`src/rtl/iv_ring_pkg.sv`:
```
// Shared constants and helpers for the interrupt vector ring writer.
package iv_ring_pkg;
    localparam int unsigned VEC_BYTES = 32;
    localparam int unsigned WORD_W    = 32;
    localparam int unsigned FLAG_BIT  = 31;

    // True when byte-pointer bit idx lies inside a ring of 4 << size bytes.
    function automatic logic in_ring(input int unsigned idx, input logic [4:0] size_log2);
        return idx < (int'(size_log2) + 2);
    endfunction

    // Packs the flag and a zero-extended pointer into the write-pointer word.
    function automatic logic [WORD_W-1:0] make_word(input logic flag, input logic [FLAG_BIT-1:0] ptr);
        return {flag, ptr};
    endfunction
endpackage

```
`src/rtl/iv_ring_ptrs.sv`:
```
// Pointer and overflow-flag state for one ring.
// Assumes cfg_size_log2 describes a ring of at least two vectors and PTR_W <= 31.
module iv_ring_ptrs
    import iv_ring_pkg::*;
#(
    parameter int unsigned PTR_W = 18
) (
    input  logic             clk,
    input  logic             rst_n,
    input  logic             cfg_enable,
    input  logic [4:0]       cfg_size_log2,
    input  logic             cfg_ovf_detect_en,
    input  logic             cfg_full_drain_en,
    input  logic             ovf_clear,
    input  logic             rptr_wr_en,
    input  logic [PTR_W-1:0] rptr_wr_data,
    input  logic             vec_valid,
    output logic             vec_ready,
    output logic             accept,
    output logic [PTR_W-1:0] wptr,
    output logic [PTR_W-1:0] wptr_d,
    output logic             flag_d,
    output logic [PTR_W-1:0] rptr,
    output logic             flag
);
    localparam logic [PTR_W-1:0] STEP  = PTR_W'(VEC_BYTES);
    localparam logic [PTR_W-1:0] ALIGN = ~PTR_W'(VEC_BYTES - 1);

    logic [PTR_W-1:0] mask;
    logic [PTR_W-1:0] wptr_inc;
    logic [PTR_W-1:0] rptr_d;
    logic             full;

    // Builds the byte mask of the ring from its log2 word count.
    always_comb begin
        for (int i = 0; i < int'(PTR_W); i++) begin
            mask[i] = in_ring(i, cfg_size_log2);
        end
    end

    assign wptr_inc  = (wptr + STEP) & mask;
    assign full      = (wptr_inc == rptr);
    assign vec_ready = cfg_enable && !(cfg_full_drain_en && full);
    assign accept    = vec_valid && vec_ready;

    // Works out next pointer and flag values; disable forces all to zero.
    always_comb begin
        wptr_d = wptr;
        rptr_d = rptr;
        flag_d = flag;
        if (!cfg_enable) begin
            wptr_d = '0;
            rptr_d = '0;
            flag_d = 1'b0;
        end else begin
            if (accept) wptr_d = wptr_inc;
            if (rptr_wr_en) rptr_d = rptr_wr_data & mask & ALIGN;
            if (accept && cfg_ovf_detect_en && full) flag_d = 1'b1;
            else if (ovf_clear) flag_d = 1'b0;
        end
    end

    // Holds the pointer and flag registers.
    always_ff @(posedge clk) begin
        if (!rst_n) begin
            wptr <= '0;
            rptr <= '0;
            flag <= 1'b0;
        end else begin
            wptr <= wptr_d;
            rptr <= rptr_d;
            flag <= flag_d;
        end
    end
endmodule

```
`src/rtl/iv_ring_emit.sv`:
```
// Registers the memory write beat and the write-pointer writeback for each accepted vector.
// Assumes the pointer inputs are byte offsets already wrapped to the ring.
module iv_ring_emit
    import iv_ring_pkg::*;
#(
    parameter int unsigned ADDR_W = 40,
    parameter int unsigned PTR_W  = 18,
    parameter int unsigned VEC_W  = 256
) (
    input  logic              clk,
    input  logic              rst_n,
    input  logic              accept,
    input  logic              cfg_wb_en,
    input  logic [ADDR_W-9:0] cfg_base,
    input  logic [PTR_W-1:0]  wptr,
    input  logic [PTR_W-1:0]  wptr_d,
    input  logic              flag_d,
    input  logic [VEC_W-1:0]  vec_data,
    output logic              mem_wr_en,
    output logic [ADDR_W-1:0] mem_wr_addr,
    output logic [VEC_W-1:0]  mem_wr_data,
    output logic              wb_valid,
    output logic [WORD_W-1:0] wb_word
);
    // Strobes follow the accept of the previous edge.
    always_ff @(posedge clk) begin
        if (!rst_n) begin
            mem_wr_en <= 1'b0;
            wb_valid  <= 1'b0;
        end else begin
            mem_wr_en <= accept;
            wb_valid  <= accept && cfg_wb_en;
        end
    end

    // Captures address, payload and writeback word on accept.
    always_ff @(posedge clk) begin
        if (!rst_n) begin
            mem_wr_addr <= '0;
            mem_wr_data <= '0;
            wb_word     <= '0;
        end else if (accept) begin
            mem_wr_addr <= {cfg_base, 8'h00} + ADDR_W'(wptr);
            mem_wr_data <= vec_data;
            if (cfg_wb_en) wb_word <= make_word(flag_d, (FLAG_BIT)'(wptr_d));
        end
    end
endmodule

```
`src/rtl/iv_ring_writer.sv`:
```
// Interrupt vector ring writer: accepts 32-byte vectors and writes them into
// a circular buffer in memory, tracking write/read pointers and overflow.
// Assumes ADDR_W > 8, PTR_W <= 31 and a ring of at least two vectors.
module iv_ring_writer
    import iv_ring_pkg::*;
#(
    parameter int unsigned ADDR_W = 40,
    parameter int unsigned PTR_W  = 18,
    parameter int unsigned VEC_W  = 256
) (
    input  logic              clk,
    input  logic              rst_n,
    input  logic              cfg_enable,
    input  logic [ADDR_W-9:0] cfg_base,
    input  logic [4:0]        cfg_size_log2,
    input  logic              cfg_ovf_detect_en,
    input  logic              cfg_full_drain_en,
    input  logic              cfg_wb_en,
    input  logic              ovf_clear,
    input  logic              rptr_wr_en,
    input  logic [PTR_W-1:0]  rptr_wr_data,
    input  logic              vec_valid,
    output logic              vec_ready,
    input  logic [VEC_W-1:0]  vec_data,
    output logic              mem_wr_en,
    output logic [ADDR_W-1:0] mem_wr_addr,
    output logic [VEC_W-1:0]  mem_wr_data,
    output logic              wb_valid,
    output logic [WORD_W-1:0] wb_word,
    output logic [WORD_W-1:0] wptr_word,
    output logic [PTR_W-1:0]  rptr_out,
    output logic              irq_out
);
    logic             accept;
    logic [PTR_W-1:0] wptr;
    logic [PTR_W-1:0] wptr_d;
    logic             flag;
    logic             flag_d;

    iv_ring_ptrs #(.PTR_W(PTR_W)) u_ptrs (
        .clk               (clk),
        .rst_n             (rst_n),
        .cfg_enable        (cfg_enable),
        .cfg_size_log2     (cfg_size_log2),
        .cfg_ovf_detect_en (cfg_ovf_detect_en),
        .cfg_full_drain_en (cfg_full_drain_en),
        .ovf_clear         (ovf_clear),
        .rptr_wr_en        (rptr_wr_en),
        .rptr_wr_data      (rptr_wr_data),
        .vec_valid         (vec_valid),
        .vec_ready         (vec_ready),
        .accept            (accept),
        .wptr              (wptr),
        .wptr_d            (wptr_d),
        .flag_d            (flag_d),
        .rptr              (rptr_out),
        .flag              (flag)
    );

    iv_ring_emit #(.ADDR_W(ADDR_W), .PTR_W(PTR_W), .VEC_W(VEC_W)) u_emit (
        .clk         (clk),
        .rst_n       (rst_n),
        .accept      (accept),
        .cfg_wb_en   (cfg_wb_en),
        .cfg_base    (cfg_base),
        .wptr        (wptr),
        .wptr_d      (wptr_d),
        .flag_d      (flag_d),
        .vec_data    (vec_data),
        .mem_wr_en   (mem_wr_en),
        .mem_wr_addr (mem_wr_addr),
        .mem_wr_data (mem_wr_data),
        .wb_valid    (wb_valid),
        .wb_word     (wb_word)
    );

    assign wptr_word = make_word(flag, (FLAG_BIT)'(wptr));
    assign irq_out   = cfg_enable && (wptr != rptr_out);
endmodule

```
`config.mk`:
```
export PLATFORM = sky130hd
export DESIGN_NAME = iv_ring_writer
export DESIGN_NICKNAME = d
export VERILOG_FILES = /design/src/rtl/iv_ring_pkg.sv /design/src/rtl/iv_ring_ptrs.sv /design/src/rtl/iv_ring_emit.sv /design/src/rtl/iv_ring_writer.sv
export SDC_FILE = /design/constraint.sdc
export NUM_CORES = 1
export LEC_CHECK = 0
export ABC_AREA = 0
export BUFFER_PORTS_ARGS = -buffer_cell sky130_fd_sc_hd__buf_2
export CAP_MARGIN = 40
export CORE_AREA = 2 2 273 275
export DETAILED_ROUTE_END_ITERATION = 10
export DIE_AREA = 0 0 275 277
export GPL_ROUTABILITY_DRIVEN = 0
export PLACE_DENSITY_LB_ADDON = 0.05
export SLEW_MARGIN = 0
export SYNTH_ARGS = -nofsm -noshare
export SYNTH_HDL_FRONTEND = slang
export SYNTH_SLANG_ARGS = --single-unit
```
`constraint.sdc`:
```
create_clock -name clk -period 6.3 [get_ports clk]
set_input_delay 0.315 -clock clk [delete_from_list [all_inputs] [get_ports clk]]
set_output_delay 0.315 -clock clk [all_outputs]
set_load 0.01 [all_outputs]
```
* Yosys cells after proc, flatten, opt, wreduce, memory -nomap -nowiden
Cells that the tools add are included.
Storage, ports and cells: bits in registers 349, input port bits 320, output and inout bits 382, logic and storage cells 48
Operators by class: add/subtract/negate cells 3, order comparisons 18, eq/ne operators 2, multiplexer cells 5, bitwise gates (word level) 2, reduce and logical (&&, ||, !) cells 10
Operator list (number):
- $lt A4 B32 Y1 const A | 8
- $lt A3 B32 Y1 const A | 4
- $lt A2 B32 Y1 const A | 2
- $lt A5 B32 Y1 const A | 2
- $add A40 B18 Y40 | 1
- $and A18 B18 Y18 | 2
- $mux W18 | 2
- $lt A1 B32 Y1 const A | 1
- $add A18 B6 Y18 const B | 1
- $eq A18 B18 Y1 | 1
- $ne A18 B18 Y1 | 1
- $logic_and A1 B1 Y1 | 7
- $add A5 B2 Y6 const B | 1
- $lt A1 B6 Y1 const A | 1
- $reduce_and A2 Y1 | 2
- $mux W1 | 3
- $logic_not A1 Y1 | 1

* Logic depth before layout (Yosys ltp)
Gate-level depths: netlist (run 1).
word-level depth 12, depth in mapped cells 13, mapped depth without buffers 12

* By module
From an unflattened synthesis (run 1), not the netlist that was laid out.
Second synthesis, totals: cell total of the unflattened synthesis 1623, area, all modules 15138.3 µm²
By module, submodules not included:
- iv_ring_emit | instances 1, cells each 1203, area an instance 12024.0 µm², seq. area each 6346.1 µm²
- iv_ring_ptrs | instances 1, cells each 381, area an instance 2806.4 µm², seq. area each 640.6 µm²
- iv_ring_writer | instances 1, cells each 39, area an instance 307.8 µm², seq. area each 0.0 µm²

* Worst setup path before layout (run 1)
No wires, ideal clock.
path kind flip-flop to flip-flop, from register u_ptrs.wptr[5], to register u_emit.mem_wr_data[105], setup time 0.132 ns, arrival 3.066 ns, data required time 6.168 ns, path slack 3.102 ns, stages on the path, launching flop included 13, path buffers 2, clock period less this slack 3.198 ns, path through dfxtp_1 > ha_1 > nand4_1 > or4_1 > xnor2_1 > mux2i_1 > o311ai_1 > nor4_4 > a31oi_2 > buf_2 > buf_1 > nand2_1 > a21oi_1
Between the ends: word-level cells in the longest chain between the ends 7
RTL lines:
- start: declaration | RTL line iv_ring_ptrs.sv:20 | output logic [PTR_W-1:0] wptr,
- start signal: assignment | RTL line iv_ring_ptrs.sv:70 | wptr <= wptr_d;
- $add A18 B6 Y18 | RTL line iv_ring_ptrs.sv:41 | assign wptr_inc = (wptr + STEP) & mask;
- $and A18 B18 Y18 | RTL line iv_ring_ptrs.sv:41
- $eq A18 B18 Y1 | RTL line iv_ring_ptrs.sv:42 | assign full = (wptr_inc == rptr);
- $logic_and A1 B1 Y1 | RTL line iv_ring_ptrs.sv:43 | assign vec_ready = cfg_enable && !(cfg_full_drain_en && full);
- $logic_not A1 Y1 | RTL line iv_ring_ptrs.sv:43
- $logic_and A1 B1 Y1 | RTL line iv_ring_ptrs.sv:43
- $logic_and A1 B1 Y1 | RTL line iv_ring_ptrs.sv:44 | assign accept = vec_valid && vec_ready;
- end signal: assignment | RTL line iv_ring_emit.sv:44 | mem_wr_data <= vec_data;
- end: declaration | RTL line iv_ring_emit.sv:21 | output logic [VEC_W-1:0] mem_wr_data,
Every way passes these cells. A chain may end at the register's enable or synchronous reset.

* Worst setup path after layout (run 1)
from register u_ptrs.wptr[5], to register u_emit.mem_wr_data[67]
Same word-level chain as after synthesis.

==> impl_metrics.env, run 1 <==
export IMPL_dieHeight_um=277
export IMPL_worstPathCellList="ha_1, nand4_1, or3_1, a211oi_1, nor2_1, o311ai_1, nor4_4, a31oi_4, buf_12, nand2_1, a21oi_1"
export IMPL_grt_total_usage_pct=16.54
export IMPL_pwr_share_seq_pct=39.9
export IMPL_grt_pass1_wl_um=96630
export IMPL_dpl_cell_count=3332
export IMPL_cts_max_path_buffers=3
export IMPL_cp_max_fo=178
export IMPL_setup_viol=0
export IMPL_max_freq_mhz=217.0
export IMPL_viasPerCell=4.189
export IMPL_hold_depth=3
export IMPL_yosys_warnings=0
export IMPL_clkPwrFrac_pct=46.5
export IMPL_numPortBuffers=665
export IMPL_cts_tree="done"
export IMPL_grt_max_degree=179
export IMPL_ys_seq_area_share_pct=49.44
export IMPL_area_delta_synth_final_pct=59.33
export IMPL_rsz0062_at_grt="no"
export IMPL_clk_latency_ps=590
export IMPL_worstReg2RegStart="u_ptrs.wptr[5]$_SDFF_PN0_"
export IMPL_slew_violations=0
export IMPL_drv_cap=0
export IMPL_syn_area_um2=14130
export IMPL_path_class="reg -> reg"
export IMPL_synthDistinctLibCells=73
export IMPL_grt_overflow_total=0
export IMPL_p_int_uw=4330
export IMPL_cts_hold_buf=262
export IMPL_finalPower_uw=5915
export IMPL_switchingPower_uw=1585
export IMPL_cpMaxStageDelayCell="buf_12"
export IMPL_drt_pass1_iter_count=5
export IMPL_cts_root_buf="clkbuf_16"
export IMPL_dpl_hpwl_um=48230
export IMPL_synth_edf_count=0
export IMPL_clkTransAtPathRegs_ps=60
export IMPL_ys_flop_type="dfxtp_1"
export IMPL_syn_inst=1801
export IMPL_holdCritPathClass="in -> reg"
export IMPL_powerDensity_nw_per_um2=262.7
export IMPL_tightest_slew_ps=865.1
export IMPL_drt_wl_total_um=66350
export IMPL_synth_area_leader_cell="dfxtp_1"
export IMPL_cp_slowest_stage_delay_ps=640
export IMPL_cts_sinks=349
export IMPL_dr_total_vias=15420
export IMPL_r2r_slack_ps=1690
export IMPL_fp_dieArea_um2=76180
export IMPL_coreArea_um2=73570
export IMPL_drt_iter0_drc=632
export IMPL_required_ps=6810
export IMPL_cts_resized=0
export IMPL_ys_top_cells_by_count="nand2_1 (605), dfxtp_1 (349), a21oi_1 (342)"
export IMPL_ctsHtreeMaxLevel=2
export IMPL_ys_ff_latch=349
export IMPL_fin_crit_ps=4609
export IMPL_synth_area_top_cells="dfxtp_1 (49%), nand2_1 (16%), a21oi_1 (12%)"
export IMPL_syn_avg_cell_area_um2=7.847
export IMPL_cts_setup_buffers=0
export IMPL_synth_most_common_cell="nand2_1"
export IMPL_synth_top_area_share_pct=49.44
export IMPL_status="completed"
export IMPL_wire_per_inst_um=18.02
export IMPL_r2r_cells=11
export IMPL_period_share_pct=73.16
export IMPL_combPwrFrac_pct=13.6
export IMPL_drc=0
export IMPL_endpoint_kind="flop"
export IMPL_slew_headroom_pct=42.33
export IMPL_numCtsBuffers=47
export IMPL_setup_tns_final_ps=0
export IMPL_leakage_uw=0.01001
export IMPL_worstPathArrival_ps=5120
export IMPL_start_util_pct=19.21
export IMPL_p_sw_share_pct=26.80
export IMPL_r2r_end="u_emit.mem_wr_data[67]$_SDFFE_PN0P_"
export IMPL_critPathLaunchType="flop"
export IMPL_min_to="u_emit.mem_wr_addr[39]$_SDFFE_PN0P_"
export IMPL_layout_cells_non_filler=3681
export IMPL_fin_nets=3007
export IMPL_io_pins=702
export IMPL_std_cell_rows=100
export IMPL_ir_drop_mv=0.1632
export IMPL_skew_ps=25.32
export IMPL_drive_above_1_share_pct=28.81
export IMPL_grt_pass1_vias=15040
export IMPL_hold_viol=0
export IMPL_die_x_um=275
export IMPL_antenna_found_initial=8
export IMPL_hold_start="cfg_base[31]"
export IMPL_ant_nets=0
export IMPL_ys_async_sr_fraction_pct=0
==> critical path, delay by kind of cell, from the launching register on <==
| family | cells | cell delay, ps |
|---|---|---|
| compound gates | 4 | 1710 |
| simple gates | 5 | 1130 |
| buf+inv | 1 | 640 |
| flops | 1 | 580 |
| fa+ha+maj | 1 | 330 |
==> worst max-delay path by stage <==
stage | slack, ps | end | cells past startpoint | startpoint
2_1_floorplan | 3100 | u_emit.mem_wr_data[105]$_SDFFE_PN0P_ | 12 | u_ptrs.wptr[5]$_SDFF_PN0_
3_3_place_gp | 1760 | u_emit.mem_wr_addr[23]$_SDFFE_PN0P_ | 11 | u_ptrs.wptr[5]$_SDFF_PN0_
3_5_place_dp | 1690 | u_emit.mem_wr_data[67]$_SDFFE_PN0P_ | 11 | u_ptrs.wptr[5]$_SDFF_PN0_
4_1_cts | 1660 | u_emit.mem_wr_data[67]$_SDFFE_PN0P_ | 11 | u_ptrs.wptr[5]$_SDFF_PN0_
5_1_grt | 1360 | u_emit.mem_wr_addr[31]$_SDFFE_PN0P_ | 11 | u_ptrs.wptr[5]$_SDFF_PN0_
6_report | 1690 | u_emit.mem_wr_data[67]$_SDFFE_PN0P_ | 11 | u_ptrs.wptr[5]$_SDFF_PN0_
==> sequential cells by signal (all words and copies together), names as in the netlist <==
name and count:
u_emit.mem_wr_addr 40, u_emit.mem_wr_data 256, u_emit.mem_wr_en 1, u_emit.wb_valid 1, u_emit.wb_word 19, u_ptrs.flag 1
u_ptrs.rptr 13, u_ptrs.wptr 18
==> final cells by class <==
class | instances | area [um2]
sequential | 349 | 6987
clock buffer | 66 | 1399
timing repair buffer | 950 | 6259
multi-input combinational | 1307 | 6382
clock inverter | 20 | 196.4
tap | 969 | 1212
antenna | 1 | 2.502
fill | 8176 | 51050
inverter | 19 | 78.83
==> layer usage <==
metal	track usage, %	part of all wire, %	vias to the layer above	routed length (um)
met1	19.54	40	7155	26840
met5	0	0.14	-	92
li1	-	-	7677	-
met2	28.55	49	449	32780
met3	4.379	6.6	124	4376
met4	5.904	3.4	14	2258
==> metrics by stage <==
step	worst slack, ps	util, %	hold WS, ps	area (um2)
global route	1361	30.61	6.710	22520
detailed placement	1689	24.87	443.5	18300
global placement	1758	24.74	439.8	18200
CTS	1664	30.60	3.549	22510
floorplan	3102	-	451.0	14240
finish	1691	30.61	44.73	22520
==> cells by family (layout without fill, tap and decap cells) <==
kind of cell / after synthesis / after routing / share of synthesized area (%)
xor+xnor: 55 / 55 / 3.462
buf+inv: 175 / 1055 / 6.321
other cells: 1 / 32 / 0.02653
flops: 349 / 349 / 49.44
compound gates: 446 / 446 / 17.17
simple gates: 757 / 757 / 22.02
fa+ha+maj: 13 / 13 / 1.204
mux: 5 / 5 / 0.3630
==> power groups by stage <==
| stage | registers (uW) | logic (uW) | clock network [uW] |
|---|---|---|---|
| 2_1_floorplan | 2450 | 303 | 0 |
| 3_3_place_gp | 2400 | 674 | 0 |
| 3_5_place_dp | 2410 | 680 | 0 |
| 4_1_cts | 2360 | 824 | 2870 |
| 5_1_grt | 2370 | 886 | 2960 |
| 6_report | 2360 | 804 | 2750 |
==> cell usage in the layout, fill, tap and decap left out, drive strengths merged, types with 5 or more instances in the layout <==
cell	count
nand4	18
dfxtp	349
nor2b	10
o21a	5
nand2	605
o21ai	44
nand2b	6
clkinv	16
and3	6
nand3	26
buf	687
clkbuf	66
a21o	6
nor3	6
xor2	28
nor4	7
nor2	47
a21oi	342
a211oi	10
inv	19
or4	7
a31oi	7
xnor2	27
ha	12
dlygate4sd3	262
conb	31
(Power assumes the default switching activity.)
==> run 2, diff against run 1 <==
- CORE_AREA: 2 2 273 275 -> 2 2 277 279
- DIE_AREA: 0 0 275 277 -> 0 0 279 281
- clock period: 6.3 -> 4.7 ns (I/O delays scaled with it)
==> run 2 against run 1 <==
Die area increased by 2.9%. Via count is 0.36% higher. Non-clock buffer count increased by 43. First-iteration DRC count grew 0.95%. Utilization down 0.39 points. Final cell count rose by 1.4%.
==> impl_metrics.env, run 2 (synthesis results as in run 1) <==
export IMPL_final_common_cell="buf_2"
export IMPL_p_sw_share_pct=27.16
export IMPL_largest_reg_flops=256
export IMPL_fin_nets=3049
export IMPL_dieHeight_um=281
export IMPL_cp_slowest_stage_delay_ps=630
export IMPL_viasPerCell=4.144
export IMPL_io_pins=702
export IMPL_drt_pass1_iter_count=4
export IMPL_grt_overflow_total=0
export IMPL_combPwrFrac_pct=14.4
export IMPL_grt_pass1_vias=15270
export IMPL_rsz0062_at_grt="no"
export IMPL_cp_max_fo=9
export IMPL_drt_wl_total_um=66290
export IMPL_start_util_pct=18.73
export IMPL_pre_cts_ws_ps=524.6
export IMPL_die_x_um=279
export IMPL_fin_hold_ws_ps=67.04
export IMPL_clkTransAtPathRegs_ps=60
export IMPL_critPathLaunchType="flop"
export IMPL_setup_viol=0
export IMPL_endpoint_kind="primary output"
export IMPL_drt_iter0_drc=638
export IMPL_tightest_slew_ps=991.1
export IMPL_crit_buf_inv=1
export IMPL_area_delta_synth_final_pct=61.33
export IMPL_coreArea_um2=75440
export IMPL_fin_crit_ps=3937
export IMPL_std_cell_rows=101
export IMPL_powerDensity_nw_per_um2=337.9
export IMPL_cts_tree="done"
export IMPL_slew_headroom_pct=33.93
export IMPL_ir_drop_mv=0.2134
export IMPL_final_cell_mix="buf_2 (665), nand2_1 (605), dfxtp_1 (349)"
export IMPL_drc=0
export IMPL_status="completed"
export IMPL_cts_max_path_buffers=3
export IMPL_crit_family="simple AND/OR/NAND/NOR gates"
export IMPL_worstPathCellList="nand4_1, or4_1, xnor2_1, mux2i_1, o311ai_1, nor4_4, a31oi_1, buf_2"
export IMPL_ant_nets=0
export IMPL_setup_tns_final_ps=0
export IMPL_dpl_hpwl_um=49430
export IMPL_p_int_uw=5611
export IMPL_pwr_share_seq_pct=41.0
export IMPL_holdCritPathClass="in -> reg"
export IMPL_dr_total_vias=15480
export IMPL_drive_above_1_share_pct=28.61
export IMPL_cts_root_buf="clkbuf_16"
export IMPL_numPortBuffers=665
export IMPL_grt_max_degree=191
export IMPL_reg_top3="u_emit.mem_wr_data x256, u_emit.mem_wr_addr x40, u_emit.wb_word x19"
export IMPL_wire_per_inst_um=17.75
export IMPL_setup_slack_ps=762.6
export IMPL_clk_latency_ps=580
export IMPL_largest_register="u_emit.mem_wr_data"
export IMPL_fp_dieArea_um2=78400
export IMPL_required_ps=4470
export IMPL_cts_sinks=349
export IMPL_leakage_uw=0.01012
export IMPL_path_class="reg -> out"
export IMPL_numCtsBuffers=46
export IMPL_switchingPower_uw=2092
export IMPL_grt_total_usage_pct=16.00
export IMPL_cpMaxStageDelayCell="dfxtp_1"
export IMPL_max_freq_mhz=254.0
export IMPL_clkPwrFrac_pct=44.6
export IMPL_ctsHtreeMaxLevel=2
export IMPL_grt_pass1_wl_um=96330
export IMPL_worstPathArrival_ps=3700
export IMPL_slew_violations=0
export IMPL_period_share_pct=83.77
export IMPL_skew_ps=21.67
export IMPL_hold_viol=0
export IMPL_antenna_found_initial=12
export IMPL_drv_cap=0
run 2: changes by cell type in the layout (fill, tap and decap cells not counted), moves of 2 or more:
cell           previous run  this run
bufinv_16                 3         1
clkbuf_8                 13         8
buf_4                    12        27
buf_16                    3         0
clkbuf_1                  5        12
buf_12                    6        11
dlygate4sd3_1           262       289
diode_2                   1         5
run 2: stage by stage:
step	instance area (um2)	util, %	total power [uW]	instances
after global routing	22800	30.22	8115	3733
after detailed placement	18430	24.43	4151	3357
final	22800	30.22	7703	3734
after global placement	18420	24.42	4146	3356
after CTS	22790	30.20	7897	3729
after floorplan	14240	-	3694	1831
run 2: tightest hold or removal path, stage by stage:
cell	delay, ps
buf_2	110
xor2_1	160
a211oi_1	90
run 2: power by group through the flow:
stage	Clock [uW]	Combinational, uW	Sequential, uW
2_1_floorplan	0	406	3290
3_3_place_gp	0	924	3220
3_5_place_dp	0	925	3230
4_1_cts	3600	1130	3160
5_1_grt	3720	1220	3180
6_report	3430	1110	3160
run 2: area by class of cell:
class / count / area, um2
timing repair buffer: 993 / 6654
tap: 978 / 1224
sequential: 349 / 6987
clock inverter: 16 / 130.1
fill: 8396 / 52640
multi-input combinational: 1307 / 6382
clock buffer: 67 / 1331
inverter: 19 / 78.83
antenna: 5 / 12.51
run 2: what timing repair did:
action                    in CTS  in global routing
buffers inserted               0                  0
hold buffers                 289                  0
hold endpoints to repair     289                  0
resized for setup              0                  0
run 2: path summary, 6_finish.rpt:
kind                                       startpoint                              endpoint  slack, ps  cells past startpoint
hold / removal                           cfg_base[14]   u_emit.mem_wr_addr[22]$_SDFFE_PN0P_         70                      3
setup reg to reg           u_ptrs.wptr[10]$_SDFF_PN0_  u_emit.mem_wr_data[102]$_SDFFE_PN0P_        770                     11
hold reg to reg   u_emit.mem_wr_addr[18]$_SDFFE_PN0P_   u_emit.mem_wr_addr[18]$_SDFFE_PN0P_        450                      2
setup / recovery           u_ptrs.wptr[10]$_SDFF_PN0_                             vec_ready        760                      8
run 2: layer usage:
layer	global-route usage [%]	vias to the layer above	part of all wire (%)
li1	-	7776	-
met1	18.35	7145	40
met2	28.35	438	50
met3	4.755	102	6.9
met4	5.183	14	2.8
met5	0	-	0.13
